**src/rtl/lut_cell_pkg.sv**
```systemverilog
package lut_cell_pkg;

  localparam int LC_K    = 4;
  localparam int LC_ROWS = 1 << LC_K;

  typedef struct packed {
    logic               casc_en;
    logic               arith_en;
    logic               reg_sel;
    logic [LC_ROWS-1:0] truth;
  } lc_cfg_t;

  localparam int LC_CFG_W = $bits(lc_cfg_t);

endpackage

```
**src/rtl/lut_cell_cfg.sv**
```systemverilog
module lut_cell_cfg
  import lut_cell_pkg::*;
(
  input  logic    clk,
  input  logic    rst_n,
  input  logic    cfg_en,
  input  logic    cfg_bit,
  output lc_cfg_t cfg
);

  localparam int W = LC_CFG_W;

  logic [W-1:0] chain_q;
  logic [W-1:0] chain_d;

  always_comb begin
    chain_d = chain_q;
    if (cfg_en) begin
      chain_d = {cfg_bit, chain_q[W-1:1]};
    end
  end

  always_ff @(posedge clk or negedge rst_n) begin
    if (!rst_n) begin
      chain_q <= '0;
    end else begin
      chain_q <= chain_d;
    end
  end

  assign cfg = lc_cfg_t'(chain_q);

  // the chain only moves while shifting is enabled
  a_r2_cfg_hold: assert property (@(posedge clk) disable iff (!rst_n)
    !cfg_en |=> $stable(chain_q));

  // a shifted bit enters at the top of the chain
  a_r2_shift_entry: assert property (@(posedge clk) disable iff (!rst_n)
    cfg_en |=> (chain_q[W-1] == $past(cfg_bit)));

endmodule

```
**src/rtl/lut_cell_func.sv**
```systemverilog
module lut_cell_func
  import lut_cell_pkg::*;
(
  input  lc_cfg_t          cfg,
  input  logic [LC_K-1:0]  lut_in,
  input  logic             cin,
  input  logic             casc_in,
  output logic             result,
  output logic             cout
);

  logic table_bit;
  logic op_a;
  logic op_b;
  logic sum_bit;
  logic maj_bit;
  logic func_bit;
  logic casc_gate;

  // truth-table read: the inputs address one stored bit
  assign table_bit = cfg.truth[lut_in];

  // dedicated sum/carry path on the two low inputs
  assign op_a    = lut_in[0];
  assign op_b    = lut_in[1];
  assign sum_bit = op_a ^ op_b ^ cin;
  assign maj_bit = (op_a & op_b) | (op_a & cin) | (op_b & cin);

  always_comb begin
    if (cfg.arith_en) begin
      func_bit = sum_bit;
      cout     = maj_bit;
    end else begin
      func_bit = table_bit;
      cout     = 1'b0;
    end
  end

  // disabled cascade behaves as a constant 1
  assign casc_gate = cfg.casc_en ? casc_in : 1'b1;
  assign result    = func_bit & casc_gate;

endmodule

```
**src/rtl/lut_cell_ff.sv**
```systemverilog
module lut_cell_ff (
  input  logic clk,
  input  logic rst_n,
  input  logic clr_n,
  input  logic ce,
  input  logic d,
  input  logic reg_sel,
  output logic q_out
);

  logic arst_n;
  logic q;
  logic q_d;

  assign arst_n = rst_n & clr_n;

  always_comb begin
    q_d = q;
    if (ce) begin
      q_d = d;
    end
  end

  always_ff @(posedge clk or negedge arst_n) begin
    if (!arst_n) begin
      q <= 1'b0;
    end else begin
      q <= q_d;
    end
  end

  assign q_out = reg_sel ? q : d;

  // clear dominates any load
  a_r9_clear_wins: assert property (@(posedge clk) disable iff (!rst_n)
    !clr_n |-> (q == 1'b0));

  // a disabled edge keeps the stored bit
  a_r8_hold: assert property (@(posedge clk) disable iff (!rst_n)
    (clr_n && !ce) |=> (!clr_n || (q == $past(q))));

  // an enabled edge captures the input
  a_r8_capture: assert property (@(posedge clk) disable iff (!rst_n)
    (clr_n && ce) |=> (!clr_n || (q == $past(d))));

endmodule

```
**src/rtl/lut_cell.sv**
```systemverilog
module lut_cell
  import lut_cell_pkg::*;
(
  input  logic            clk,
  input  logic            rst_n,
  input  logic            cfg_en,
  input  logic            cfg_bit,
  input  logic [LC_K-1:0] lut_in,
  input  logic            cin,
  input  logic            casc_in,
  input  logic            ce,
  input  logic            clr_n,
  output logic            dout,
  output logic            cout,
  output logic            casc_out
);

  lc_cfg_t cfg;
  logic    result;

  lut_cell_cfg u_cfg (
    .clk     (clk),
    .rst_n   (rst_n),
    .cfg_en  (cfg_en),
    .cfg_bit (cfg_bit),
    .cfg     (cfg)
  );

  lut_cell_func u_func (
    .cfg     (cfg),
    .lut_in  (lut_in),
    .cin     (cin),
    .casc_in (casc_in),
    .result  (result),
    .cout    (cout)
  );

  lut_cell_ff u_ff (
    .clk     (clk),
    .rst_n   (rst_n),
    .clr_n   (clr_n),
    .ce      (ce),
    .d       (result),
    .reg_sel (cfg.reg_sel),
    .q_out   (dout)
  );

  assign casc_out = result;

  // plain arithmetic mode shows the sum on the output pin
  a_r4_sum_out: assert property (@(posedge clk) disable iff (!rst_n || cfg_en)
    (cfg.arith_en && !cfg.casc_en && !cfg.reg_sel) |->
      (dout == (lut_in[0] ^ lut_in[1] ^ cin)));

  // logic mode never propagates a carry
  a_r5_no_carry: assert property (@(posedge clk) disable iff (!rst_n || cfg_en)
    !cfg.arith_en |-> !cout);

  // an enabled cascade with a low input forces the result low
  a_r6_casc_kill: assert property (@(posedge clk) disable iff (!rst_n || cfg_en)
    (cfg.casc_en && !casc_in) |-> (!casc_out && (cfg.reg_sel || !dout)));

  // combinational mode output matches the cascade output
  a_r7_comb_match: assert property (@(posedge clk) disable iff (!rst_n || cfg_en)
    !cfg.reg_sel |-> (dout == casc_out));

endmodule

```
**config.mk**
```make
export PLATFORM = sky130hd
export DESIGN_NAME = lut_cell
export DESIGN_NICKNAME = d
export VERILOG_FILES = /design/src/rtl/lut_cell_pkg.sv /design/src/rtl/lut_cell_cfg.sv /design/src/rtl/lut_cell_func.sv /design/src/rtl/lut_cell_ff.sv /design/src/rtl/lut_cell.sv
export SDC_FILE = /design/constraint.sdc
export NUM_CORES = 1
export LEC_CHECK = 0
export ABC_AREA = 1
export BUFFER_PORTS_ARGS = -buffer_cell sky130_fd_sc_hd__buf_2
export CORE_MARGIN = 4
export CORE_UTILIZATION = 54
export DETAILED_ROUTE_END_ITERATION = 8
export PLACE_DENSITY = 0.76
export SLEW_MARGIN = 20
export SYNTH_ARGS = -nofsm -noshare
export SYNTH_HDL_FRONTEND = slang
export SYNTH_HIERARCHICAL = 1
export SYNTH_SLANG_ARGS = --single-unit
```
**constraint.sdc**
```tcl
create_clock -name clk -period 2.12 [get_ports clk]
set_input_delay 0.424 -clock clk [delete_from_list [all_inputs] [get_ports clk]]
set_output_delay 0.424 -clock clk [all_outputs]
set_load 0.05 [all_outputs]
```
Word level (Yosys, flattened, before mapping)
Cells that the tools add are included.

word-level totals
  flip-flop bits (word level) = 20
  bits of input ports = 12
  output and inout port bits = 3
  word-level logic and storage cells = 18

cells by class
  magnitude comparators = 1
  muxes and demuxes = 6
  bitwise logic cells = 9

operators with widths
  kind                                                                   count
  1-bit AND                                                              5
  4-bit by 5-bit < comparator with 1-bit output (second input constant)  1
  1-bit 2-to-1 mux                                                       5
  1-bit binary-select mux with 4-bit select                              1
  1-bit bitwise OR                                                       2
  1-bit bitwise XOR                                                      2

Longest topological paths before layout
  depth in word-level cells = 5
  gate-level depth with buffers = 12
  depth with buffers taken out = 11

Cells and area by module
Netlist, hierarchy kept.

by module, submodules not included
  module         instances  cells each  area an instance (µm²)  seq. area each (µm²)
  lut_cell_cfg   1          80          738.2                   475.5
  lut_cell_func  1          46          216.5                   0.0
  lut_cell_ff    1          11          62.6                    25.0

Worst setup path after synthesis
Ideal clock, no wire load.

  kind = input to output
  start point = input port lut_in[0]
  end point = output port dout
  data arrival time = 2.072 ns
  required time = 1.696 ns
  setup slack = -0.376 ns
  cell stages on the path = 8
  path buffers = 1
  path through = buf_6 -> inv_2 -> fa_1 -> a22oi_1 -> nand2_1 -> inv_1 -> nand2_1 -> nand2_1

on the way
  word-level cells in the longest chain between the ends = 5
  elaborated cells between the ends (all ways) = 7
  classes of those cells = mux: 4; bitwise: 3

RTL lines
  what                                                                            RTL line                                  text
  from (decl)                                                                     lut_cell.sv:8                             input logic [LC_K-1:0] lut_in,
  1-bit binary-select mux with 4-bit select or 1-bit bitwise XOR (tied branches)  lut_cell_func.sv:21, lut_cell_func.sv:26
  1-bit 2-to-1 mux (implied by the code) or 1-bit bitwise XOR (tied branches)     lut_cell_func.sv:21, lut_cell_func.sv:26
  1-bit 2-to-1 mux *                                                              lut_cell_func.sv:30                       if (cfg.arith_en) begin
  1-bit AND *                                                                     lut_cell_func.sv:41                       assign result = func_bit & casc_gate;
  net casc_out                                                                    lut_cell.sv:15                            output logic casc_out
  1-bit 2-to-1 mux *                                                              lut_cell_ff.sv:32                         assign q_out = reg_sel ? q : d;
  to (decl)                                                                       lut_cell.sv:13                            output logic dout,

The timed path passes the listed nets; every way through them passes the cells marked *. The select of a mux whose other input is x is not followed.

Worst setup path in the final report
  start point = input port cin
  end point = output port dout

on the way
  word-level cells in the longest chain between the ends = 4

RTL lines
  what               RTL line             text
  from (decl)        lut_cell.sv:9        input logic cin,
  1-bit bitwise XOR  lut_cell_func.sv:26  assign sum_bit = op_a ^ op_b ^ cin;
  1-bit 2-to-1 mux   lut_cell_func.sv:30
  1-bit AND          lut_cell_func.sv:41
  1-bit 2-to-1 mux   lut_cell_ff.sv:32

Every way passes these cells.

==> results.toml <==
[global_route]
grt_remaining_overflow = 0
grt_pass1_wl_um = 3629
grtUsageTotal_pct = 18.41
grt_pass1_vias = 812
antenna_found_initial = 0
grt_start_max_net_pins = 21

[finish]
antenna_cells = 0
area_growth_pct = 22.63
stdcell_area_um2 = 1247
n_fill_cell = 164
nets = 176
drive_gt1_share_pct = 24.69

[pwr]
p_per_area_nw_per_um2 = 770.2
p_leak_uw = 0.0007205
ir_drop_mv = 0.4553

[yosys]
syn_avg_cell_area_um2 = 7.425
yosys.area.top_type_share_pct = 49.20
synthTopCellsByArea = "dfrtp_1 (49%), nand2_1 (31%), nand3_1 (6.4%)"
synth_nets = 150
synth_area_um2 = 1017
synthCells = 137
async_flop_share_pct = 100.0
yosysWarnings = 6
ys_seq_area_share_pct = 49.20
synth_commonest_cells = "nand2_1 (84), dfrtp_1 (20), nand3_1 (13)"
synth_most_common_cell = "nand2_1"
synthFlopType = "dfrtp_1"
synth-edff-count = 0
ys_seq_elements = 20
yosys.area.top_type = "dfrtp_1"
ys_types = 11

[sta]
slew_viol_final = 0
tightest_slew_ns = 0.4400
fin_crit_sh_pct = 99.22
setup_viol = 0
maxSlewHeadroom_pct = 70.67
hold_viol_final = 0
max_freq_mhz = 475.4
rsz0062_at_grt = "true"
fin_worst_skew_ns = 0.005840
hold_ws_ns = 0.04760
period_needed_ns = 2.103

[run_status]
status = "complete, no violations"

[floorplan]
rows = 15
die_w_um = 51.40
die_height_um = 51.40
initial_core_util_pct = 57.66
ios = 15
dieArea_um2 = 2642
core_area_um2 = 1764

[critical_path]
path_class = "primary input to output pin"
cp_max_fo = 3
critPathLaunch = "cin"
reg2reg_slack_ns = 0.89
cpPeakStageDelay_ns = 0.49
path_cells = "buf_2 -> inv_2 -> fa_1 -> a22oi_2 -> nand2_2 -> clkinvlp_4 -> nand2_2 -> nand2_4 -> buf_8"
r2r-end = "u_ff/q"
path_depth = 9
endpoint = "dout"
r2r_start = "u_cfg/cfg[14]"
arrival_ns = 1.68
crit_slowest_cell = "fa_1"
r2r.worst_path.cells = 10
path_common_cell = "nand2_2"
cp-end-kind = "output pin"
critPathTopFamily = "adder cells"
critPathBufInv = 4
critPathLaunchType = "primary input"
crit_required_ns = 1.70

[routing]
post_drt_wl_per_cell_um = 11.86
route.detailed.drc = 0
drt_wl_total_um = 2217
via_count = 895
ant_nets = 0
viasPerCell = 4.786
drt_iter0_drc = 9
drt_pass1_iterations = 4

[cts]
tritoncts = "yes"
clk_pin_slew_ns = 0.12
cts_buffer_depth = 2
cts_sinks = 20
numCtsBuffers = 3
insertion_delay_ns = 0.30
htreeDepth = 1
clock-root-buffer = "clkbuf_4"

[place]
place_area_um2 = 1116
dp_hpwl_um = 1524
place_congestion = 0.7931
port-buffer-count = 14

[min_path]
hp-class = "primary input to asynchronous set/reset pin"

[job]
max_cap_viol_count = 0
[stage by stage]
| stage | setup TNS (ns) | worst slack (ns) | total power, uW | std cells | utilization, % |
|---|---|---|---|---|---|
| after detailed placement | -0.1866 | -0.1455 | 696.9 | 176 | 63.26 |
| after global placement | -0.05979 | -0.05979 | 685.5 | 176 | 63.26 |
| after floorplan | -0.04988 | -0.04988 | 641.7 | 137 | - |
| after CTS | 0 | 0.004622 | 931.2 | 181 | 67.16 |
| final | 0 | 0.01654 | 960.8 | 187 | 70.71 |
| after global routing | -0.01625 | -0.01625 | 1024 | 187 | 70.71 |
[routing by layer]
metal	routed length [um]	GRT usage, %	vias up
met4	13	5.240	0
met5	0	0	-
met1	995	23.61	421
met2	1145	31.99	10
met3	63	2.624	2
li1	-	-	462
[registers in the layout, summed over array words and instances (netlist names)]
name / flops
u_cfg/cfg: 19
u_ff/q: 1
[worst min path at each step]
stage | start | slack, ns | to | cells past startpoint
final | rst_n | 0.05 | u_cfg/cfg[0] | 1
after global placement | clr_n | 0.28 | u_ff/q | 3
after CTS | rst_n | 0.06 | u_cfg/cfg[2] | 1
after floorplan | rst_n | 0.13 | u_cfg/cfg[0] | 0
after global routing | rst_n | 0.06 | u_cfg/cfg[4] | 1
after detailed placement | clr_n | 0.30 | u_ff/q | 3
[timing repair]
| item | 4_1_cts | 5_1_grt |
|---|---|---|
| endpoints found under the hold margin | 1 | 0 |
| setup endpoints to repair | 2 | 2 |
| hold buffers | 1 | 0 |
| buffers inserted | 0 | 6 |
| pin swaps | 5 | 7 |
| resized for setup | 8 | 4 |
[logic make-up after synthesis]
group / Yosys count / share of synthesized area [%]
flip-flops: 20 / 49.20
AO/OA/AOI/OAI: 1 / 0.7383
adder cells (fa/ha/maj): 1 / 1.968
AND/OR/NAND/NOR: 99 / 38.38
buffers and inverters: 16 / 9.718
[where the power goes]
group          switching (uW)  internal, uW
Sequential               45.0           439
Combinational             146           108
Clock                     118           105
Total                     309           652
[layout by cell type (no fill, tap or decap)]
| cell type | netlist | layout |
|---|---|---|
| nand2_1 | 84 | 81 |
| dfrtp_1 | 20 | 20 |
| buf_2 | 0 | 11 |
| nand3_1 | 13 | 11 |
| buf_4 | 0 | 10 |
| inv_1 | 10 | 7 |
| clkbuf_4 | 0 | 3 |
| inv_2 | 2 | 3 |
| nand2_2 | 1 | 3 |
| buf_6 | 3 | 2 |
| nand3_2 | 0 | 2 |
| clkbuf_8 | 0 | 1 |
| dlygate4sd3_1 | 0 | 1 |
| buf_8 | 0 | 1 |
| nand2_4 | 0 | 1 |
| inv_8 | 0 | 1 |
| a22oi_2 | 0 | 1 |
| clkinvlp_4 | 0 | 1 |
| nor2_1 | 1 | 1 |
| fa_1 | 1 | 1 |
[layout make-up]
type | count | area (um^2) | share of cell area [%]
Multi-Input combinational cell | 101 | 445.4 | 35.71
Timing Repair Buffer | 25 | 177.7 | 14.24
Clock buffer | 4 | 36.28 | 2.909
Tap cell | 25 | 31.28 | 2.508
Sequential cell | 20 | 500.5 | 40.12
Inverter | 12 | 56.30 | 4.514
Note: power is estimated with default switching activity, not from simulation.
